## src/rtl/ptg_pkg.sv

```systemverilog
package ptg_pkg;

    // Default width of the raster counters and position fields.
    localparam int unsigned CNT_W_DEF = 12;

    // One bit per output: 1 means the output is driven low while active.
    typedef struct packed {
        logic hs_low;
        logic vs_low;
        logic hde_low;
        logic vde_low;
    } pol_t;

endpackage

```

## src/rtl/ptg_axis_cnt.sv

```systemverilog
module ptg_axis_cnt #(
    parameter int unsigned CNT_W = ptg_pkg::CNT_W_DEF
) (
    input  logic             clk,
    input  logic             rst_n,
    input  logic             en_i,
    input  logic [CNT_W-1:0] total_i,
    output logic [CNT_W-1:0] cnt_o,
    output logic             last_o
);

    localparam logic [CNT_W-1:0] ONE = {{(CNT_W-1){1'b0}}, 1'b1};

    logic [CNT_W-1:0] cnt_d, cnt_q;

    assign last_o = (cnt_q == (total_i - ONE));
    assign cnt_o  = cnt_q;

    always_comb begin
        cnt_d = cnt_q;
        if (en_i) begin
            cnt_d = last_o ? '0 : (cnt_q + ONE);
        end
    end

    always_ff @(posedge clk or negedge rst_n) begin
        if (!rst_n) begin
            cnt_q <= '0;
        end else begin
            cnt_q <= cnt_d;
        end
    end


    cnt_step_chk: assert property (@(posedge clk) disable iff (!rst_n)
        en_i |=> ((cnt_q == $past(cnt_q) + ONE) || (cnt_q == '0)));


    cnt_hold_chk: assert property (@(posedge clk) disable iff (!rst_n)
        !en_i |=> $stable(cnt_q));


    cnt_range_chk: assert property (@(posedge clk) disable iff (!rst_n)
        (en_i && (total_i != '0)) |-> (cnt_q <= total_i - ONE));

endmodule

```

## src/rtl/ptg_axis_win.sv

```systemverilog
module ptg_axis_win #(
    parameter int unsigned CNT_W = ptg_pkg::CNT_W_DEF
) (
    input  logic [CNT_W-1:0] cnt_i,
    input  logic [CNT_W-1:0] sync_start_i,
    input  logic [CNT_W-1:0] sync_width_i,
    input  logic [CNT_W-1:0] de_start_i,
    input  logic [CNT_W-1:0] de_end_i,
    output logic             sync_o,
    output logic             de_o
);

    // Offset into the pulse, one bit wider so the subtraction cannot alias.
    logic [CNT_W:0] offset;

    always_comb begin
        offset = {1'b0, cnt_i} - {1'b0, sync_start_i};
        sync_o = (cnt_i >= sync_start_i) && (offset < {1'b0, sync_width_i});
        de_o   = (cnt_i >= de_start_i) && (cnt_i < de_end_i);
    end

endmodule

```

## src/rtl/ptg_out_stage.sv

```systemverilog
module ptg_out_stage #(
    parameter int unsigned CNT_W = ptg_pkg::CNT_W_DEF
) (
    input  logic               clk,
    input  logic               rst_n,
    input  logic               run_i,
    input  ptg_pkg::pol_t      pol_run_i,
    input  ptg_pkg::pol_t      pol_idle_i,
    input  logic               csync_i,
    input  logic               cde_i,
    input  logic [CNT_W-1:0]   h_cnt_i,
    input  logic [CNT_W-1:0]   v_cnt_i,
    input  logic               hs_i,
    input  logic               vs_i,
    input  logic               hde_i,
    input  logic               vde_i,
    output logic               hsync_o,
    output logic               vsync_o,
    output logic               hde_o,
    output logic               vde_o,
    output logic [CNT_W-1:0]   pix_cnt_o,
    output logic [CNT_W-1:0]   line_cnt_o
);

    typedef struct packed {
        logic             hs;
        logic             vs;
        logic             hde;
        logic             vde;
        logic [CNT_W-1:0] pix;
        logic [CNT_W-1:0] line;
    } out_t;

    out_t o_d, o_q;
    logic vs_mix;
    logic vde_mix;

    always_comb begin
        o_d     = '0;
        vs_mix  = csync_i ? (hs_i ^ vs_i) : vs_i;
        vde_mix = cde_i ? (hde_i & vde_i) : vde_i;
        if (run_i) begin
            // Polarity is the last stage before the flops.
            o_d.hs   = hs_i    ^ pol_run_i.hs_low;
            o_d.vs   = vs_mix  ^ pol_run_i.vs_low;
            o_d.hde  = hde_i   ^ pol_run_i.hde_low;
            o_d.vde  = vde_mix ^ pol_run_i.vde_low;
            o_d.pix  = h_cnt_i;
            o_d.line = v_cnt_i;
        end else begin
            o_d.hs   = pol_idle_i.hs_low;
            o_d.vs   = pol_idle_i.vs_low;
            o_d.hde  = pol_idle_i.hde_low;
            o_d.vde  = pol_idle_i.vde_low;
        end
    end

    always_ff @(posedge clk or negedge rst_n) begin
        if (!rst_n) begin
            o_q <= '0;
        end else begin
            o_q <= o_d;
        end
    end

    assign hsync_o    = o_q.hs;
    assign vsync_o    = o_q.vs;
    assign hde_o      = o_q.hde;
    assign vde_o      = o_q.vde;
    assign pix_cnt_o  = o_q.pix;
    assign line_cnt_o = o_q.line;


    idle_cnt_chk: assert property (@(posedge clk) disable iff (!rst_n)
        !run_i |=> ((pix_cnt_o == '0) && (line_cnt_o == '0)));


    hs_pol_chk: assert property (@(posedge clk) disable iff (!rst_n)
        (run_i && !hs_i) |=> (hsync_o == $past(pol_run_i.hs_low)));


    csync_chk: assert property (@(posedge clk) disable iff (!rst_n)
        (run_i && csync_i && hs_i && !vs_i) |=> (vsync_o == !$past(pol_run_i.vs_low)));


    cde_chk: assert property (@(posedge clk) disable iff (!rst_n)
        (run_i && cde_i && !hde_i) |=> (vde_o == $past(pol_run_i.vde_low)));

endmodule

```

## src/rtl/panel_timing_gen.sv

```systemverilog
module panel_timing_gen #(
    parameter int unsigned CNT_W = ptg_pkg::CNT_W_DEF
) (
    input  logic             clk,
    input  logic             rst_n,
    input  logic [CNT_W-1:0] h_total,
    input  logic [CNT_W-1:0] h_sync_start,
    input  logic [CNT_W-1:0] h_sync_width,
    input  logic [CNT_W-1:0] h_de_start,
    input  logic [CNT_W-1:0] h_de_end,
    input  logic [CNT_W-1:0] v_total,
    input  logic [CNT_W-1:0] v_sync_start,
    input  logic [CNT_W-1:0] v_sync_width,
    input  logic [CNT_W-1:0] v_de_start,
    input  logic [CNT_W-1:0] v_de_end,
    input  logic             hsync_low,
    input  logic             vsync_low,
    input  logic             hde_low,
    input  logic             vde_low,
    input  logic             csync_en,
    input  logic             cde_en,
    output logic             hsync_o,
    output logic             vsync_o,
    output logic             hde_o,
    output logic             vde_o,
    output logic [CNT_W-1:0] pix_cnt_o,
    output logic [CNT_W-1:0] line_cnt_o
);

    // Axis 0 is horizontal (pixels), axis 1 is vertical (lines).
    localparam int unsigned NAX = 2;

    typedef struct packed {
        logic                      primed;
        logic [NAX-1:0][CNT_W-1:0] total;
        logic [NAX-1:0][CNT_W-1:0] ss;
        logic [NAX-1:0][CNT_W-1:0] sw;
        logic [NAX-1:0][CNT_W-1:0] ds;
        logic [NAX-1:0][CNT_W-1:0] de;
        ptg_pkg::pol_t             pol;
        logic                      csync;
        logic                      cde;
    } shadow_t;

    shadow_t st_d, st_q;

    logic [NAX-1:0][CNT_W-1:0] in_total, in_ss, in_sw, in_ds, in_de;
    ptg_pkg::pol_t             in_pol;

    logic [NAX-1:0][CNT_W-1:0] ax_cnt;
    logic [NAX-1:0]            ax_en, ax_last, ax_sync, ax_de;
    logic                      frame_end;
    logic                      load;

    assign in_total = {v_total,      h_total};
    assign in_ss    = {v_sync_start, h_sync_start};
    assign in_sw    = {v_sync_width, h_sync_width};
    assign in_ds    = {v_de_start,   h_de_start};
    assign in_de    = {v_de_end,     h_de_end};

    assign in_pol.hs_low  = hsync_low;
    assign in_pol.vs_low  = vsync_low;
    assign in_pol.hde_low = hde_low;
    assign in_pol.vde_low = vde_low;

    assign frame_end = ax_last[0] & ax_last[1];
    assign load      = !st_q.primed || frame_end;

    // Shadow configuration: captured once after reset and at each frame start.
    always_comb begin
        st_d = st_q;
        if (load) begin
            st_d.primed = 1'b1;
            st_d.total  = in_total;
            st_d.ss     = in_ss;
            st_d.sw     = in_sw;
            st_d.ds     = in_ds;
            st_d.de     = in_de;
            st_d.pol    = in_pol;
            st_d.csync  = csync_en;
            st_d.cde    = cde_en;
        end
    end

    always_ff @(posedge clk or negedge rst_n) begin
        if (!rst_n) begin
            st_q <= '0;
        end else begin
            st_q <= st_d;
        end
    end

    assign ax_en[0] = st_q.primed;
    assign ax_en[1] = st_q.primed & ax_last[0];

    for (genvar gi = 0; gi < NAX; gi++) begin : g_axis
        ptg_axis_cnt #(.CNT_W(CNT_W)) u_cnt (
            .clk     (clk),
            .rst_n   (rst_n),
            .en_i    (ax_en[gi]),
            .total_i (st_q.total[gi]),
            .cnt_o   (ax_cnt[gi]),
            .last_o  (ax_last[gi])
        );

        ptg_axis_win #(.CNT_W(CNT_W)) u_win (
            .cnt_i        (ax_cnt[gi]),
            .sync_start_i (st_q.ss[gi]),
            .sync_width_i (st_q.sw[gi]),
            .de_start_i   (st_q.ds[gi]),
            .de_end_i     (st_q.de[gi]),
            .sync_o       (ax_sync[gi]),
            .de_o         (ax_de[gi])
        );
    end

    ptg_out_stage #(.CNT_W(CNT_W)) u_out (
        .clk        (clk),
        .rst_n      (rst_n),
        .run_i      (st_q.primed),
        .pol_run_i  (st_q.pol),
        .pol_idle_i (in_pol),
        .csync_i    (st_q.csync),
        .cde_i      (st_q.cde),
        .h_cnt_i    (ax_cnt[0]),
        .v_cnt_i    (ax_cnt[1]),
        .hs_i       (ax_sync[0]),
        .vs_i       (ax_sync[1]),
        .hde_i      (ax_de[0]),
        .vde_i      (ax_de[1]),
        .hsync_o    (hsync_o),
        .vsync_o    (vsync_o),
        .hde_o      (hde_o),
        .vde_o      (vde_o),
        .pix_cnt_o  (pix_cnt_o),
        .line_cnt_o (line_cnt_o)
    );


    shadow_hold_chk: assert property (@(posedge clk) disable iff (!rst_n)
        (st_q.primed && !frame_end) |=> $stable(st_q));


    frame_wrap_chk: assert property (@(posedge clk) disable iff (!rst_n)
        (st_q.primed && frame_end) |=> ((ax_cnt[0] == '0) && (ax_cnt[1] == '0)));


    line_step_chk: assert property (@(posedge clk) disable iff (!rst_n)
        (st_q.primed && !ax_last[0]) |=> $stable(ax_cnt[1]));

endmodule

```

## config.mk

```make
export PLATFORM = sky130hd
export DESIGN_NAME = panel_timing_gen
export DESIGN_NICKNAME = d
export VERILOG_FILES = /design/src/rtl/ptg_pkg.sv /design/src/rtl/ptg_axis_cnt.sv /design/src/rtl/ptg_axis_win.sv /design/src/rtl/ptg_out_stage.sv /design/src/rtl/panel_timing_gen.sv
export SDC_FILE = /design/constraint.sdc
export NUM_CORES = 1
export LEC_CHECK = 0
export BUFFER_PORTS_ARGS = -buffer_cell sky130_fd_sc_hd__buf_4
export CORE_UTILIZATION = 55
export DETAILED_ROUTE_END_ITERATION = 10
export GPL_TIMING_DRIVEN = 0
export PLACE_DENSITY = 0.77
export SKIP_LAST_GASP = 1
export SLEW_MARGIN = 40
export SYNTH_ARGS = -nofsm -noshare
export SYNTH_HDL_FRONTEND = slang
export SYNTH_SLANG_ARGS = --single-unit
```

## constraint.sdc

```tcl
create_clock -name clk -period 5.3 [get_ports clk]
set_input_delay 0.795 -clock clk [delete_from_list [all_inputs] [get_ports clk]]
set_output_delay 0.795 -clock clk [all_outputs]
set_load 0.02 [all_outputs]
```

==> results.tsv, run 1 <==
stage	metric	value	unit
worst_hold_path	Hold/Removal Path Class	in2async	
timing	crit share post-route	87.67	%
floorplan	CORE AREA	18770	sq um
final_layout	fill count	1445	
place	PortBufs	155	
synthesis	Syn Nets	1181	
critical_path	R2R Path End	u_out.vsync_o$_DFF_PN0_	
timing	final setup fails	0	
routing	DR WL/cell	17.55	um
cts	clk_lat worst skew	0.44	ns
place	Placer Congestion	0.8547	
critical_path	Worst Reg-to-Reg Cells	19	
critical_path	crit path cell chain	inv_1 -> ha_1 -> inv_1 -> fa_1 -> a31o_2 -> a211oi_1 -> nand2b_1 -> nand2b_1 -> a21oi_1 -> xnor2_1 -> ha_1 -> a21oi_1 -> nor2b_1 -> a2111oi_0 -> o311ai_0 -> a221oi_1 -> xor2_1 -> xnor2_1 -> mux2_2	
routing	Detail Route Antenna Nets	0	
cts	# resized after CTS	0	
floorplan	Die W	140.8	um
critical_path	worst reg-to-reg setup slack	0.65	ns
final_layout	nets	1357	
timing	RSZ-0062 raised after global routing	no	
synthesis	gate count of the mapped netlist	955	
power_and_ir_drop	Static Leakage	6.409	nW
place	Cell Area, Placed	12130	sq um
synthesis	number of synthesized flops with an enable pin	0	
critical_path	Data arrival, critical path	4.96	ns
synthesis	Mapped Avg Cell Area	11.10	sq um
cts	CTS sink count	179	
synthesis	Warnings, synthesis	0	
grt	largest net degree at the start of global routing	77	
critical_path	crit path from	g_axis[1].u_cnt.cnt_o[0]$_DFFE_PN0P_	
synthesis	ys flop type	dfrtp_1	
routing	initial DRC count	358	
cts	Clock Tree Buf Depth	2	
timing	Fmax	0.2152	GHz
critical_path	WS Path Type	reg2reg	
critical_path	delay-heaviest family, CP	compound AO/OA/AOI/OAI gates	
place	DP HPWL	17930	um
critical_path	slowest stage cell on the critical path	dfrtp_1	
grt	vias in the first global route	8030	
timing	Hold WS	0.2392	ns
floorplan	starting density of the core	56.47	%
routing	drt drc	0	
synthesis	Post-synth ARST share	100.0	%
timing	TNS Setup	0	ns
run_status	status	finished, final reports clean	
grt	gr ovfl total	0	
synthesis	synthesized cell area	10600	sq um
timing	normalized max-slew margin	51.66	%
critical_path	critical path depth	19	
critical_path	Worst setup EP type	flop	
critical_path	Critical Path Max Stage Delay	0.47	ns
floorplan	io pins	156	
power_and_ir_drop	pwr/cell area	303.7	nW/um^2
synthesis	Distinct cells, synth	65	
final_layout	diodes inserted	0	
final_layout	most frequent cells in the layout	dfrtp_1 (179), buf_4 (162), inv_1 (109), ha_1 (96), mux2_2 (87)	
grt	Tot GR Track Use	25.74	%
final_layout	total area of sequential cells	4479	sq um
cts	CTS tree	done	
run	Max-cap violations	0	
critical_path	reg2reg start	g_axis[1].u_cnt.cnt_o[0]$_DFFE_PN0P_	
critical_path	CP required	5.61	ns
timing	Worst-Margin Slew	0.7233	ns
timing	Pins Over Slew Limit	0	
routing	Vias per Instance	5.604	
routing	routed vias	7723	
final_layout	Layout area overhead	20.19	%
critical_path	Crit path buffers/inverters	2	
final_layout	area of the multi-input gates	5518	sq um
final_layout	share of layout cells above drive strength 1	29.46	%
final_layout	Finished Cell Area	12740	sq um
final_layout	commonest non-fill, non-tap cell in the layout	dfrtp_1	
cts	Clock Pin Slew Worst Setup and Hold Paths	0.07	ns
cts	Root Driver	clkbuf_16	
power_and_ir_drop	largest vdd supply drop	0.2140	mV
cts	hold_buf cts	0	
cts	post-CTS setup buffers	0	
grt	initial antenna violation count	0	
critical_path	startpoint types	flop	
routing	final wirelength	24180	um
floorplan	area of the die	19830	sq um
critical_path	crit path to	u_out.vsync_o$_DFF_PN0_	
critical_path	CP Max Fanout	6	
cts	TritonCTS Buffers	17	
synthesis	sequential area share after synthesis	42.26	%
grt	first-pass GRT wire length	39690	um
timing	Final min period	4.646	ns
cts	H-tree depth	4	
floorplan	Die H	140.8	um
floorplan	Rows	50	
timing	clk_skew	0.01247	ns
timing	final hold vios	0	
routing	DRT Pass-1 Iters	5	
synthesis	#FFs+latches synth	179	
routing by layer:
| layer | up-vias | GRT usage (%) | part of all wire [%] |
|---|---|---|---|
| li1 | 3691 | - | - |
| met1 | 3771 | 33.50 | 45 |
| met2 | 215 | 42.60 | 47 |
| met3 | 46 | 5.978 | 5.7 |
| met4 | 0 | 8.181 | 2.0 |
| met5 | - | 0 | 0 |
worst reg2reg max path, cell delays in order, from the launching register on:
cell and delay [ns]:
dfrtp_1 0.47, inv_1 0.21, ha_1 0.18, inv_1 0.05, fa_1 0.40, a31o_2 0.25
a211oi_1 0.35, nand2b_1 0.18, nand2b_1 0.07, a21oi_1 0.20, xnor2_1 0.15, ha_1 0.27
a21oi_1 0.14, nor2b_1 0.06, a2111oi_0 0.36, o311ai_0 0.23, a221oi_1 0.42, xor2_1 0.21
xnor2_1 0.09, mux2_2 0.26
final cells by class:
cell class                      instances  area share (%)
Buffer                                 23           1.572
Clock buffer                           20           3.585
Clock inverter                         12           1.228
Inverter                              109           3.212
Multi-Input combinational cell        644           43.32
Sequential cell                       179           35.16
Tap cell                              234           2.298
Timing Repair Buffer                  157           9.626
how the worst min path moves through the flow:
stage,end,depth (start not counted),slack [ns],start
finish,st_q[38]$_DFFE_PN0P_,1,0.24,rst_n
CTS,st_q[38]$_DFFE_PN0P_,1,0.24,rst_n
global route,st_q[38]$_DFFE_PN0P_,1,0.25,rst_n
detailed placement,st_q[13]$_DFFE_PN0P_,1,0.50,st_q[13]$_DFFE_PN0P_
floorplan,st_q[54]$_DFFE_PN0P_,1,0.47,st_q[54]$_DFFE_PN0P_
global placement,st_q[1]$_DFFE_PN0P_,1,0.49,st_q[1]$_DFFE_PN0P_
cells in the mapped netlist, drive strengths merged (10+ instances only):
library cell	number	area, sq um
buf	15	170.2
xnor2	39	341.6
nor2	49	183.9
nor3	10	50.05
a21oi	30	150.1
and2	21	131.4
nand2	20	82.58
nand3	13	65.06
nor2b	10	62.56
nand2b	21	131.4
a21o	24	180.2
and3	12	75.07
ha	96	1201
mux2	127	1580
nand4	17	106.4
inv	109	409.1
xor2	27	236.5
dfrtp	179	4479
o21ai	35	175.2
per-stage QoR:
step / power [W] / util, % / worst slack (ns) / cells
after floorplan: 0.002246 / - / 1.383 / 955
after global placement: 0.002513 / 64.23 / 0.7347 / 1344
after detailed placement: 0.002563 / 64.61 / 0.6962 / 1346
after CTS: 0.003895 / 67.87 / 0.6501 / 1378
after global routing: 0.004064 / 67.87 / 0.2563 / 1378
final: 0.003868 / 67.87 / 0.6537 / 1378
power breakdown:
part	leakage, nW	switching, W	internal, W
Combinational	3.94	0.000445	0.000485
Clock	0.277	0.000547	0.000766
Sequential	2.19	0.000134	0.00149
Total	6.41	0.00113	0.00274
cells by family (layout without fill, tap and decap cells):
logic type	Yosys count	count (layout)	share of synthesized area [%]
other	1	1	0.03538
buffers and inverters	132	321	5.749
multiplexers	130	130	15.19
XOR/XNOR	66	66	5.454
AO/OA/AOI/OAI	145	145	9.031
AND/OR/NAND/NOR	204	204	10.57
adder cells (fa/ha/maj)	98	98	11.71
flip-flops	179	179	42.26
registers in the layout, indices dropped and copies added (netlist names):
name	cells
u_out.vsync_o	1
ax_en	1
u_out.hde_o	1
u_out.pix_cnt_o	12
st_q	126
g_axis.u_cnt.cnt_o	24
u_out.line_cnt_o	12
u_out.hsync_o	1
u_out.vde_o	1
No activity file was read; power rests on OpenSTA's default activity.
==> run 2: changes to the inputs <==
PLACE_DENSITY = 0.76   (was 0.77)
==> run 2 against run 1 <==
Via count grew 0.25%. Worst setup slack lost 0.090 ns. Clock power down 7%. Maximum frequency down 1.9%. First-iteration DRC count is 64% higher. Design area decreased by 0.37%. Critical endpoint unchanged. Worst hold slack improved by 0.026 ns. Non-clock buffer count unchanged. Cell count unchanged. Clock skew increased by 0.0036 ns.
==> results.tsv, run 2 (synthesized netlist as in run 1, its figures left out) <==
stage	metric	value	unit	change
run_status	status	finished, final reports clean		
floorplan	Rows	50		unchanged
grt	vias in the first global route	7704		-4.1%
place	PortBufs	155		unchanged
final_layout	Finished Cell Area	12690	sq um	-0.37%
floorplan	Die H	140.8	um	unchanged
routing	Met1 Wirelength	10950	um	+0.75%
run	Max-cap violations	0		unchanged
final_layout	diodes inserted	0		unchanged
grt	Tot GR Track Use	25.43	%	-0.31 points
routing	routed vias	7742		+0.25%
grt	first-pass GRT wire length	39200	um	-1.2%
routing	metal2 WL	11000	um	-4.0%
critical_path	Critical Path Max Stage Delay	0.47	ns	about the same
timing	Worst-Margin Slew	0.7210	ns	-0.002302 ns
grt	largest net degree at the start of global routing	71		-7.8%
timing	crit share post-route	89.37	%	+1.7 points
cts	TritonCTS Buffers	17		unchanged
grt	initial antenna violation count	0		unchanged
cts	hold_buf cts	0		unchanged
timing	TNS Setup	0	ns	unchanged
final_layout	share of layout cells above drive strength 1	29.37	%	-0.087 points
critical_path	CP Max Fanout	6		unchanged
floorplan	CORE AREA	18770	sq um	unchanged
cts	CTS sink count	179		unchanged
cts	H-tree depth	4		unchanged
cts	Root Driver	clkbuf_16		
timing	setup ws final	0.5635	ns	-0.09022 ns
worst_hold_path	Hold/Removal Path Class	in2async		
final_layout	commonest non-fill, non-tap cell in the layout	dfrtp_1		
floorplan	starting density of the core	56.47	%	unchanged
place	Placer Congestion	0.8630		+0.97%
final_layout	max FFs per register	126		unchanged
final_layout	fill count	1469		+1.7%
final_layout	Biggest register	st_q		
critical_path	WS Path Type	reg2reg		
routing	top routing layer in use	met4		
timing	Final min period	4.737	ns	+0.09022 ns
cts	clk_lat worst skew	0.43	ns	about the same
floorplan	area of the die	19830	sq um	unchanged
power_and_ir_drop	overall power	0.003760	W	-2.8%
critical_path	CP required	5.61	ns	about the same
cts	CTS tree	done		
routing	initial DRC count	587		+64%
power_and_ir_drop	Static Leakage	6.398	nW	-0.17%
timing	Pins Over Slew Limit	0		unchanged
cts	# resized after CTS	0		unchanged
floorplan	Die W	140.8	um	unchanged
timing	Fmax	0.2111	GHz	-1.9%
cts	Clock Pin Slew Worst Setup and Hold Paths	0.07	ns	about the same
critical_path	Worst setup EP type	flop		
routing	drt drc	0		unchanged
final_layout	Layout area overhead	19.74	%	
critical_path	slowest stage cell on the critical path	dfrtp_1		
power_and_ir_drop	largest vdd supply drop	0.2563	mV	+20%
place	dpl ws	0.6616	ns	-0.03469 ns
routing	DR WL/cell	17.28	um	-1.5%
grt	gr ovfl total	0		unchanged
cts	Clock Tree Buf Depth	2		unchanged
critical_path	crit path cell chain	inv_1 -> ha_1 -> inv_1 -> fa_1 -> a31o_2 -> a211oi_1 -> nand2b_1 -> nand2b_1 -> a21oi_1 -> xnor2_1 -> ha_1 -> a21oi_1 -> nor2b_1 -> a2111oi_0 -> o311ai_0 -> a221oi_1 -> xor2_1 -> xnor2_1 -> mux2_2		
routing	Detail Route Antenna Nets	0		unchanged
floorplan	io pins	156		unchanged
power_and_ir_drop	pwr/cell area	296.3	nW/um^2	-2.4%
routing	Vias per Instance	5.618		+0.25%
final_layout	most frequent cells in the layout	dfrtp_1 (179), buf_4 (162), inv_1 (109), ha_1 (96), mux2_2 (87)		
place	DP HPWL	17810	um	-0.69%
cts	post-CTS setup buffers	0		unchanged
critical_path	startpoint types	flop		
timing	final hold vios	0		unchanged
final_layout	nets	1357		unchanged
timing	final setup fails	0		unchanged
timing	clk_skew	0.01606	ns	+0.003584 ns
routing	final wirelength	23810	um	-1.5%
timing	RSZ-0062 raised after global routing	no		
place	Cell Area, Placed	12130	sq um	unchanged
routing	Detail Route met3 WL	1292	um	-7.0%
critical_path	Data arrival, critical path	5.05	ns	+0.09 ns
timing	normalized max-slew margin	51.54	%	-0.13 points
routing	DRT Pass-1 Iters	5		unchanged
[run 2: layer usage]
layer / up-vias / global-route usage [%]
met5: - / 0
met4: 0 / 8.181
met3: 45 / 5.197
met2: 234 / 40.04
met1: 3763 / 35.26
li1: 3700 / -
[run 2: cell type report]
cell class	count	area (sq um)	share of cell area (%)
timing repair buffer	157	1226	9.662
tap	234	292.8	2.307
buffer	23	200.2	1.577
sequential	179	4479	35.30
clock buffer	21	460.4	3.628
multi-input combinational	644	5518	43.48
inverter	109	409.1	3.224
clock inverter	11	105.1	0.8282
[run 2: power breakdown]
group	total, W	internal, W	switching (W)	leakage [nW]
Combinational	0.000916	0.000482	0.000434	3.94
Sequential	0.00163	0.00149	0.000136	2.19
Clock	0.00122	0.000674	0.000542	0.266
Total	0.00376	0.00265	0.00111	6.40
[run 2: final timing paths]
kind / slack (ns) / cells after the start / startpoint / endpoint
min in group clk: 0.51 / 1 / st_q[1]$_DFFE_PN0P_ / st_q[1]$_DFFE_PN0P_
max in group asynchronous: 4.00 / 3 / rst_n / st_q[73]$_DFFE_PN0P_
max reg2reg: 0.56 / 19 / g_axis[1].u_cnt.cnt_o[0]$_DFFE_PN0P_ / u_out.vsync_o$_DFF_PN0_
min: 0.26 / 1 / rst_n / st_q[37]$_DFFE_PN0P_
min reg2reg: 0.51 / 1 / st_q[1]$_DFFE_PN0P_ / st_q[1]$_DFFE_PN0P_
max: 0.56 / 19 / g_axis[1].u_cnt.cnt_o[0]$_DFFE_PN0P_ / u_out.vsync_o$_DFF_PN0_
[run 2: worst max-delay path, delay by kind of cell (launching register included)]
family	cells	cell delay (ns)
buffers and inverters	2	0.28
xor gates and xnor gates	3	0.44
adders and majority gates	3	0.85
AOI/OAI and AO/OA	7	2.00
muxes	1	0.27
and+or+nand+nor	3	0.31
DFF	1	0.47
[run 2: metrics by stage]
step	hold slack, ns	utilization, %	cells
finish	0.2648	67.62	1378
global route	0.2830	67.62	1378
CTS	0.2782	67.62	1378
detailed placement	0.4932	64.61	1346
global placement	0.4896	64.23	1344
floorplan	0.4748	-	955
==> run 3: changes to the inputs <==
CORE_UTILIZATION = 58   (was 55)
PLACE_DENSITY = 0.8   (was 0.76)
==> run 3 against run 2 <==
Power grew 1.8%. Wire length is 1.2% higher. Clock power grew 4%. Worst setup slack got worse by 0.029 ns. Sequential cell count unchanged. Critical path type unchanged. Core utilization increased by 3.1 points. Sequential power about the same.
==> results.tsv, run 3 (synthesized netlist as in run 1, its figures left out) <==
stage	metric	value	unit	change
cts	H-tree depth	4		unchanged
timing	setup ws final	0.5349	ns	-0.02857 ns
routing	DR WL/cell	17.54	um	+1.5%
floorplan	Die H	137.2	um	-2.6%
power_and_ir_drop	largest vdd supply drop	0.2701	mV	+5.4%
routing	drt drc	0		unchanged
cts	CTS sink count	179		unchanged
final_layout	Layout area overhead	19.93	%	
cts	Clock Pin Slew Worst Setup and Hold Paths	0.06	ns	about the same
place	DP HPWL	18060	um	+1.4%
cts	# resized after CTS	0		unchanged
run_status	status	finished, final reports clean		
timing	Pins Over Slew Limit	0		unchanged
critical_path	R2R Path End	u_out.vsync_o$_DFF_PN0_		
cts	Root Driver	clkbuf_16		
critical_path	Worst setup EP type	flop		
place	PortBufs	155		unchanged
final_layout	Biggest register	st_q		
critical_path	worst reg-to-reg setup slack	0.53	ns	-0.03 ns
routing	Vias per Instance	5.602		-0.30%
floorplan	starting density of the core	59.00	%	+2.5 points
grt	Tot GR Track Use	27.14	%	+1.7 points
timing	final hold vios	0		unchanged
final_layout	most frequent cells in the layout	dfrtp_1 (179), buf_4 (162), inv_1 (109), ha_1 (96), mux2_2 (87)		
final_layout	diodes inserted	0		unchanged
critical_path	Worst Reg-to-Reg Cells	19		unchanged
final_layout	commonest non-fill, non-tap cell in the layout	dfrtp_1		
critical_path	startpoint types	flop		
floorplan	area of the die	18820	sq um	-5.1%
final_layout	area of the multi-input gates	5518	sq um	unchanged
final_layout	share of layout cells above drive strength 1	29.20	%	-0.17 points
timing	crit share post-route	89.91	%	+0.54 points
grt	gr ovfl total	0		unchanged
cts	hold_buf cts	0		unchanged
critical_path	Data arrival, critical path	5.09	ns	+0.04 ns
routing	initial DRC count	387		-34%
critical_path	reg2reg start	g_axis[1].u_cnt.cnt_o[0]$_DFFE_PN0P_		
critical_path	WS Path Type	reg2reg		
cts	CTS tree	done		
final_layout	fill count	1335		-9.1%
cts	Clock Tree Buf Depth	2		unchanged
power_and_ir_drop	pwr/cell area	301.3	nW/um^2	+1.7%
routing	final wirelength	24080	um	+1.2%
routing	Detail Route Antenna Nets	0		unchanged
grt	vias in the first global route	7803		+1.3%
worst_hold_path	Hold/Removal Path Class	in2async		
floorplan	io pins	156		unchanged
final_layout	max FFs per register	126		unchanged
floorplan	Rows	49		-2.0%
final_layout	total area of sequential cells	4479	sq um	unchanged
timing	final setup fails	0		unchanged
timing	TNS Setup	0	ns	unchanged
routing	routed vias	7691		-0.66%
timing	RSZ-0062 raised after global routing	no		
timing	Worst-Margin Slew	0.7158	ns	-0.005186 ns
run	Max-cap violations	0		unchanged
floorplan	CORE AREA	17960	sq um	-4.3%
place	dpl ws	0.6830	ns	+0.02149 ns
grt	first-pass GRT wire length	38610	um	-1.5%
timing	normalized max-slew margin	52.16	%	+0.63 points
floorplan	Die W	137.2	um	-2.6%
cts	post-CTS setup buffers	0		unchanged
timing	Fmax	0.2099	GHz	-0.60%
final_layout	nets	1357		unchanged
cts	TritonCTS Buffers	17		unchanged
grt	initial antenna violation count	0		unchanged
power_and_ir_drop	Static Leakage	6.412	nW	+0.23%
timing	clk_skew	0.008578	ns	-0.007478 ns
timing	Final min period	4.765	ns	+0.02857 ns
cts	clk_lat worst skew	0.44	ns	about the same
place	Placer Congestion	0.8925		+3.4%
critical_path	CP required	5.63	ns	+0.02 ns
routing	DRT Pass-1 Iters	4		-1
grt	largest net degree at the start of global routing	66		-7.0%
critical_path	CP Max Fanout	6		unchanged
[run 3: changes by cell type in the layout (fill, tap and decap cells not counted), sizes merged]
| cell | before | now |
|---|---|---|
| bufinv | 1 | 2 |
| clkbuf | 29 | 33 |
| clkinv | 5 | 1 |
| clkinvlp | 4 | 3 |
[run 3: per-layer routing]
layer,share of wire (%),vias up,track usage [%]
met5,0,-,0
met4,2.2,0,10.13
met3,5.9,46,5.519
met2,47,223,44.89
met1,44,3724,35.12
li1,-,3698,-
[run 3: area by class of cell]
cell class / count / area share [%]
multi-input combinational: 644 / 43.41
sequential: 179 / 35.24
timing repair buffer: 157 / 9.647
clock buffer: 25 / 3.898
inverter: 109 / 3.219
tap: 229 / 2.254
buffer: 23 / 1.575
clock inverter: 7 / 0.7580
[run 3: critical path: stages, from the launching register on]
cell       delay, ns
dfrtp_1         0.47
inv_1           0.22
ha_1            0.18
inv_1           0.06
fa_1            0.39
a31o_2          0.26
a211oi_1        0.33
nand2b_1        0.19
nand2b_1        0.06
a21oi_1         0.17
xnor2_1         0.16
ha_1            0.28
a21oi_1         0.16
nor2b_1         0.06
a2111oi_0       0.44
o311ai_0        0.25
a221oi_1        0.41
xor2_1          0.21
xnor2_1         0.09
mux2_2          0.26
[run 3: how the worst max path moves through the flow]
stage | slack (ns) | depth (start not counted) | start | endpoint
after floorplan | 1.38 | 19 | g_axis[1].u_cnt.cnt_o[0]$_DFFE_PN0P_ | u_out.vsync_o$_DFF_PN0_
after global placement | 0.76 | 19 | g_axis[1].u_cnt.cnt_o[0]$_DFFE_PN0P_ | u_out.vsync_o$_DFF_PN0_
after detailed placement | 0.68 | 19 | g_axis[1].u_cnt.cnt_o[0]$_DFFE_PN0P_ | u_out.vsync_o$_DFF_PN0_
after CTS | 0.59 | 19 | g_axis[1].u_cnt.cnt_o[0]$_DFFE_PN0P_ | u_out.vsync_o$_DFF_PN0_
after global routing | 0.30 | 19 | g_axis[1].u_cnt.cnt_o[0]$_DFFE_PN0P_ | u_out.vsync_o$_DFF_PN0_
final | 0.53 | 19 | g_axis[1].u_cnt.cnt_o[0]$_DFFE_PN0P_ | u_out.vsync_o$_DFF_PN0_
[run 3: through the flow]
step | hold WS, ns | cells | total power [W] | area, sq um | utilization [%]
after floorplan | 0.4748 | 955 | 0.002246 | 10600 | -
after global placement | 0.4902 | 1339 | 0.002513 | 12050 | 67.08
after detailed placement | 0.4920 | 1341 | 0.002564 | 12120 | 67.47
after CTS | 0.3318 | 1373 | 0.003850 | 12710 | 70.76
after global routing | 0.3538 | 1373 | 0.004029 | 12710 | 70.76
final | 0.3169 | 1373 | 0.003829 | 12710 | 70.76
[run 3: where the power goes]
group / leakage (nW) / switching [W] / internal, W
Combinational: 3.94 / 0.000448 / 0.000485
Sequential: 2.19 / 0.000135 / 0.00149
Clock: 0.280 / 0.000523 / 0.000746
Total: 6.41 / 0.00111 / 0.00272
